===== src/rtl/ksym_pkg.sv =====
package ksym_pkg;
  localparam int K       = 4;
  localparam int SYM_W   = 4;
  localparam int ECID_W  = 5;
  localparam int DEPTH   = 32;
  localparam int AW      = $clog2(DEPTH);
  localparam int SCORE_W = $clog2(K + 1);
  localparam logic [ECID_W-1:0] DEFAULT_ECID = '1;

  typedef struct packed {
    logic                 vld;
    logic [ECID_W-1:0]    ecid;
    logic [K-1:0]         wild;
    logic [K*SYM_W-1:0]   syms;
  } kent_t;
endpackage


===== src/rtl/ksym_table.sv =====
module ksym_table
  import ksym_pkg::*;
(
  input  logic                   clk,
  input  logic                   rst_n,
  input  logic                   wr_en,
  input  logic [AW-1:0]          wr_addr,
  input  kent_t                  wr_data,
  output kent_t [DEPTH-1:0]      tbl_o
);
  kent_t [DEPTH-1:0] tbl_q, tbl_nxt;

  always_comb begin
    tbl_nxt = tbl_q;
    if (wr_en) tbl_nxt[wr_addr] = wr_data;
  end

  always_ff @(posedge clk or negedge rst_n) begin
    if (!rst_n) tbl_q <= '0;
    else if (wr_en) tbl_q <= tbl_nxt;
  end

  assign tbl_o = tbl_q;

  assert_write_lands_R9: assert property (@(posedge clk) disable iff (!rst_n)
    wr_en |=> tbl_q[$past(wr_addr)] == $past(wr_data));
endmodule


===== src/rtl/ksym_match.sv =====
module ksym_match
  import ksym_pkg::*;
(
  input  kent_t [DEPTH-1:0]             tbl_i,
  input  logic [K*SYM_W-1:0]            win_i,
  output logic [DEPTH-1:0]              hit_o,
  output logic [DEPTH-1:0][SCORE_W-1:0] score_o
);
  for (genvar e = 0; e < DEPTH; e++) begin : g_ent
    logic [K-1:0] pos_ok;
    for (genvar p = 0; p < K; p++) begin : g_pos
      assign pos_ok[p] = tbl_i[e].wild[p] ||
                         (tbl_i[e].syms[p*SYM_W +: SYM_W] == win_i[p*SYM_W +: SYM_W]);
    end
    assign hit_o[e] = tbl_i[e].vld && (&pos_ok);
    always_comb begin
      score_o[e] = '0;
      for (int p = 0; p < K; p++)
        if (!tbl_i[e].wild[p]) score_o[e] = score_o[e] + SCORE_W'(1);
    end
  end
endmodule


===== src/rtl/ksym_pick.sv =====
module ksym_pick
  import ksym_pkg::*;
(
  input  logic [DEPTH-1:0]              hit_i,
  input  logic [DEPTH-1:0][SCORE_W-1:0] score_i,
  output logic                          found_o,
  output logic [AW-1:0]                 idx_o
);
  logic [SCORE_W-1:0] best;

  always_comb begin
    found_o = 1'b0;
    idx_o   = '0;
    best    = '0;
    for (int e = 0; e < DEPTH; e++) begin
      if (hit_i[e] && (!found_o || score_i[e] > best)) begin
        found_o = 1'b1;
        idx_o   = AW'(e);
        best    = score_i[e];
      end
    end
  end
endmodule


===== src/rtl/ksym_classifier.sv =====
module ksym_classifier
  import ksym_pkg::*;
(
  input  logic                 clk,
  input  logic                 rst_n,
  input  logic                 in_valid,
  input  logic [K*SYM_W-1:0]   in_syms,
  input  logic                 wr_en,
  input  logic [AW-1:0]        wr_addr,
  input  logic [K*SYM_W-1:0]   wr_syms,
  input  logic [K-1:0]         wr_wild,
  input  logic [ECID_W-1:0]    wr_ecid,
  input  logic                 wr_valid,
  output logic                 out_valid,
  output logic [ECID_W-1:0]    out_ecid
);
  kent_t [DEPTH-1:0]              tbl;
  kent_t                          wr_data;
  logic [DEPTH-1:0]               hit;
  logic [DEPTH-1:0][SCORE_W-1:0]  score;
  logic                           found;
  logic [AW-1:0]                  idx;
  logic                           vld_q, vld_nxt;
  logic [ECID_W-1:0]              ecid_q, ecid_nxt;

  assign wr_data = '{vld: wr_valid, ecid: wr_ecid, wild: wr_wild, syms: wr_syms};

  ksym_table u_table (.clk(clk), .rst_n(rst_n), .wr_en(wr_en), .wr_addr(wr_addr),
                      .wr_data(wr_data), .tbl_o(tbl));
  ksym_match u_match (.tbl_i(tbl), .win_i(in_syms), .hit_o(hit), .score_o(score));
  ksym_pick  u_pick  (.hit_i(hit), .score_i(score), .found_o(found), .idx_o(idx));

  always_comb begin
    vld_nxt  = in_valid;
    ecid_nxt = ecid_q;
    if (in_valid) ecid_nxt = found ? tbl[idx].ecid : DEFAULT_ECID;
  end

  always_ff @(posedge clk or negedge rst_n) begin
    if (!rst_n) begin
      vld_q  <= 1'b0;
      ecid_q <= '0;
    end else begin
      vld_q <= vld_nxt;
      if (in_valid) ecid_q <= ecid_nxt;
    end
  end

  assign out_valid = vld_q;
  assign out_ecid  = ecid_q;

  assert_valid_follows_R7: assert property (@(posedge clk) disable iff (!rst_n)
    in_valid |=> out_valid);
  assert_idle_follows_R7: assert property (@(posedge clk) disable iff (!rst_n)
    !in_valid |=> !out_valid);
  assert_ecid_holds_R8: assert property (@(posedge clk) disable iff (!rst_n)
    !in_valid |=> $stable(out_ecid));
  assert_default_on_miss_R6: assert property (@(posedge clk) disable iff (!rst_n)
    (in_valid && hit == '0) |=> out_ecid == DEFAULT_ECID);
  assert_pick_is_hit_R4: assert property (@(posedge clk) disable iff (!rst_n)
    found |-> hit[idx]);
  assert_found_needs_hit_R3: assert property (@(posedge clk) disable iff (!rst_n)
    found == (hit != '0));
endmodule


===== config.mk =====
export PLATFORM = sky130hd
export DESIGN_NAME = ksym_classifier
export DESIGN_NICKNAME = d
export VERILOG_FILES = /design/src/rtl/ksym_pkg.sv /design/src/rtl/ksym_table.sv /design/src/rtl/ksym_match.sv /design/src/rtl/ksym_pick.sv /design/src/rtl/ksym_classifier.sv
export SDC_FILE = /design/constraint.sdc
export NUM_CORES = 2
export LEC_CHECK = 0
export BUFFER_PORTS_ARGS = -buffer_cell sky130_fd_sc_hd__buf_2
export CORE_MARGIN = 2
export CORE_UTILIZATION = 45
export DETAILED_ROUTE_END_ITERATION = 10
export PLACE_DENSITY_LB_ADDON = 0.12
export SLEW_MARGIN = 20
export SYNTH_ARGS = -nofsm -noshare
export SYNTH_HDL_FRONTEND = slang
export SYNTH_SLANG_ARGS = --single-unit

===== constraint.sdc =====
create_clock -name clk -period 123.9 [get_ports clk]
set_input_delay 24.78 -clock clk [delete_from_list [all_inputs] [get_ports clk]]
set_output_delay 24.78 -clock clk [all_outputs]
set_load 0.02 [all_outputs]

==> qor.csv <==
metric,value,unit
Detail Route Antenna Nets,0,
most frequent cell after synthesis,mux2_2,
IO Port Bufs,56,
first-pass GRT wire length,213400,um
pins over their slew limit,0,
WL final,142400,um
status,finished clean,
CP Launch Type,input port,
Post-synth EDFFs,0,
post-synthesis sequential area ratio,0.4376,
period utilisation layout,0.6249,
syn_nets,4300,
number of global-route vias before repair,32020,
row count,119,
"Cell Area, Synth",47920,um2
Post-Synth Adder-Cell Area,0.04935,
Total GRT Usage,0.2632,
Synth Area in Compound Gates,0.08311,
post-synthesis cell count,4060,
R2R setup slack,70.62,ns
# DRC,0,
Final TNS setup,0,ns
routed vias,32190,
gr ovfl total,0,
crit path time final,77.43,ns
multiplexer share of the synthesized area,0.2138,
worst r2r path cells,258,
Hold Fails Final Rpt,0,
Worst Tran Pin Value,1.107,ns
FF-to-FF End,out_ecid[0],
Die ar.,109100,um2
core footprint,105400,um2
worst reg2reg startpoint,u_table.tbl_o[16],
Worst-Skew Late Latency,0.67,ns
CP max-delay cell,a2111oi_0,
Syn. warnings,0,
Static Leakage,22.86,nW
initial core utilization,0.4546,
CTS root buf,clkbuf_16,
Final Util,0.4979,
RSZ-0062 raised after global routing,no,
routed len/inst,25.78,um
Synth Area in Simple Gates,0.06144,
# Max-Cap Violations,0,
clock sink count,838,
achievable frequency,0.01291,GHz
Synth Register Bits,838,
largest net degree at the start of global routing,167,
pwr dens,19.11,nW/um2
Hold Path Class,reg -> reg,
chip height,330.3,um
Pre-antenna DRT Iters,5,
Clock transition at path regs,0.06,ns
critical-path maximum fanout,50,
vias per cell,5.827,
initial DRC count,2349,
P&R area growth vs syn,9.544,%
Synth area leaders,"dfrtp_1 44%, mux2_2 20%, xnor2_1 9.3%, ha_1 4.9%, a41oi_1 1.8%",
"Data required, critical path",124.47,ns
Peak VDD IR,0.01261,mV
# hold bufs at CTS,0,
fraction of layout cells with a size suffix above 1,0.2961,
GP Congestion,0.9629,
FILL cells,9612,
CTS resizes,0,
most instantiated cells after synthesis,"841 x mux2_2, 838 x dfrtp_1, 510 x xnor2_1",
postcts setup bufs,0,
max_slew headroom,0.2621,
CTS tree,yes,
Post-Synth XOR/XNOR Area,0.1111,
I/O pin cnt,57,
Hold Crit Start,u_table.tbl_o[24],
H-tree depth,3,
CP Capture Type,register,
Crit path top cell by count,ha_1,
Async SR Flop Fraction,1.000,
die width,330.3,um
"Top FF cell, synth",dfrtp_1,
largest family of logic cells by synthesized area,multiplexers,
Yosys cell types,110,
# setup viols final,0,
Setup Skew,0.02153,ns
CP Data Arrival Time,78.00,ns
Yosys top cell by area,dfrtp_1,
critical setup path kind,in -> reg,
share of the synthesized area in the top cell type,0.4376,
crit-path max cell delay,0.89,ns
CTS Buf Count,97,
initial antenna violation count,12,
Final #Nets,4298,
syn_area_per_cell,11.80,um2
Bufs on Longest Clock Path,3,
Hold Path Depth,1,
DP Wirelength,89870,um
Worst Hold Endpoint,u_table.tbl_o[24],
## cells by family after synthesis
group | Yosys count
DFF | 838
buffers and inverters | 434
and+or+nand+nor | 558
AOI/OAI and AO/OA | 515
muxes | 918
adders and majority gates | 189
xor gates and xnor gates | 608
## placed cells by master, fill, tap and decap left out, drive strengths merged, types with 23 or more instances in the layout
master | netlist | routed
inv | 181 | 184
nor2 | 107 | 107
nand2 | 141 | 141
nor2b | 34 | 34
buf | 91 | 152
nand4 | 23 | 23
xor2 | 98 | 98
dfrtp | 838 | 838
nand3b | 29 | 29
clkbuf | 162 | 148
nor4 | 24 | 24
o21ai | 79 | 79
ha | 189 | 189
nand3 | 74 | 74
xnor2 | 510 | 510
a41oi | 106 | 106
mux2 | 844 | 844
a21o | 39 | 39
nor3 | 36 | 36
mux2i | 74 | 74
a21oi | 82 | 82
## routing by layer
layer / up-vias / global-route usage / wire [um]
li1: 14420 / - / -
met1: 16770 / 0.3842 / 67710
met2: 792 / 0.4176 / 64910
met3: 201 / 0.03048 / 6637
met4: 2 / 0.06502 / 3161
met5: - / 0 / 13
## state kept, by name, indices dropped and copies added, names as in the netlist
register / flops
out_ecid: 5
out_valid: 1
u_table.tbl_o: 832
## metrics by stage
step	instances	hold WS (ns)	instance area, um2	setup WS, ns	total power, mW
floorplan	4060	0.4706	47920	55.04	0.6275
finish	5524	0.4969	52490	46.47	1.003
detailed placement	5349	0.4877	49340	46.97	0.7209
CTS	5521	0.5002	52460	47.45	1.009
global route	5523	0.5068	52490	42.21	1.068
global placement	5349	0.4816	49340	47.90	0.7159
## final cells by class
| cell class | instances | area, um2 | share of cell area |
|---|---|---|---|
| Clock inverter | 24 | 264.0 | 0.005030 |
| Clock buffer | 148 | 2850 | 0.05430 |
| Sequential cell | 838 | 20970 | 0.3995 |
| Tap cell | 1391 | 1740 | 0.03316 |
| Timing Repair Buffer | 152 | 1061 | 0.02021 |
| Multi-Input combinational cell | 2788 | 24920 | 0.4748 |
| Antenna cell | 2 | 5.005 | 0.00009535 |
| Inverter | 181 | 679.4 | 0.01294 |
## power breakdown
part	switching (mW)	internal (mW)	leakage (nW)
Sequential	0.0414	0.328	10.6
Clock	0.117	0.166	1.51
Combinational	0.187	0.163	10.7
Total	0.346	0.658	22.9
## worst max-delay path by stage
stage / startpoint / to / slack [ns] / cells past startpoint
finish: in_syms[10] / out_ecid[0] / 46.47 / 258
global route: in_syms[10] / out_ecid[0] / 42.21 / 257
CTS: in_syms[10] / out_ecid[0] / 47.45 / 258
floorplan: in_syms[8] / out_ecid[4] / 55.04 / 271
detailed placement: in_syms[7] / out_ecid[0] / 46.97 / 258
global placement: in_syms[0] / out_ecid[0] / 47.90 / 258
## critical path: cells and delay by family
| kind | cells | cell delay [ns] |
|---|---|---|
| buf+inv | 23 | 2.29 |
| xor+xnor | 1 | 0.21 |
| mux | 3 | 1.03 |
| fa+ha+maj | 31 | 8.39 |
| simple gates | 53 | 11.10 |
| compound gates | 147 | 30.08 |
Power figures use the tool's default switching activity.
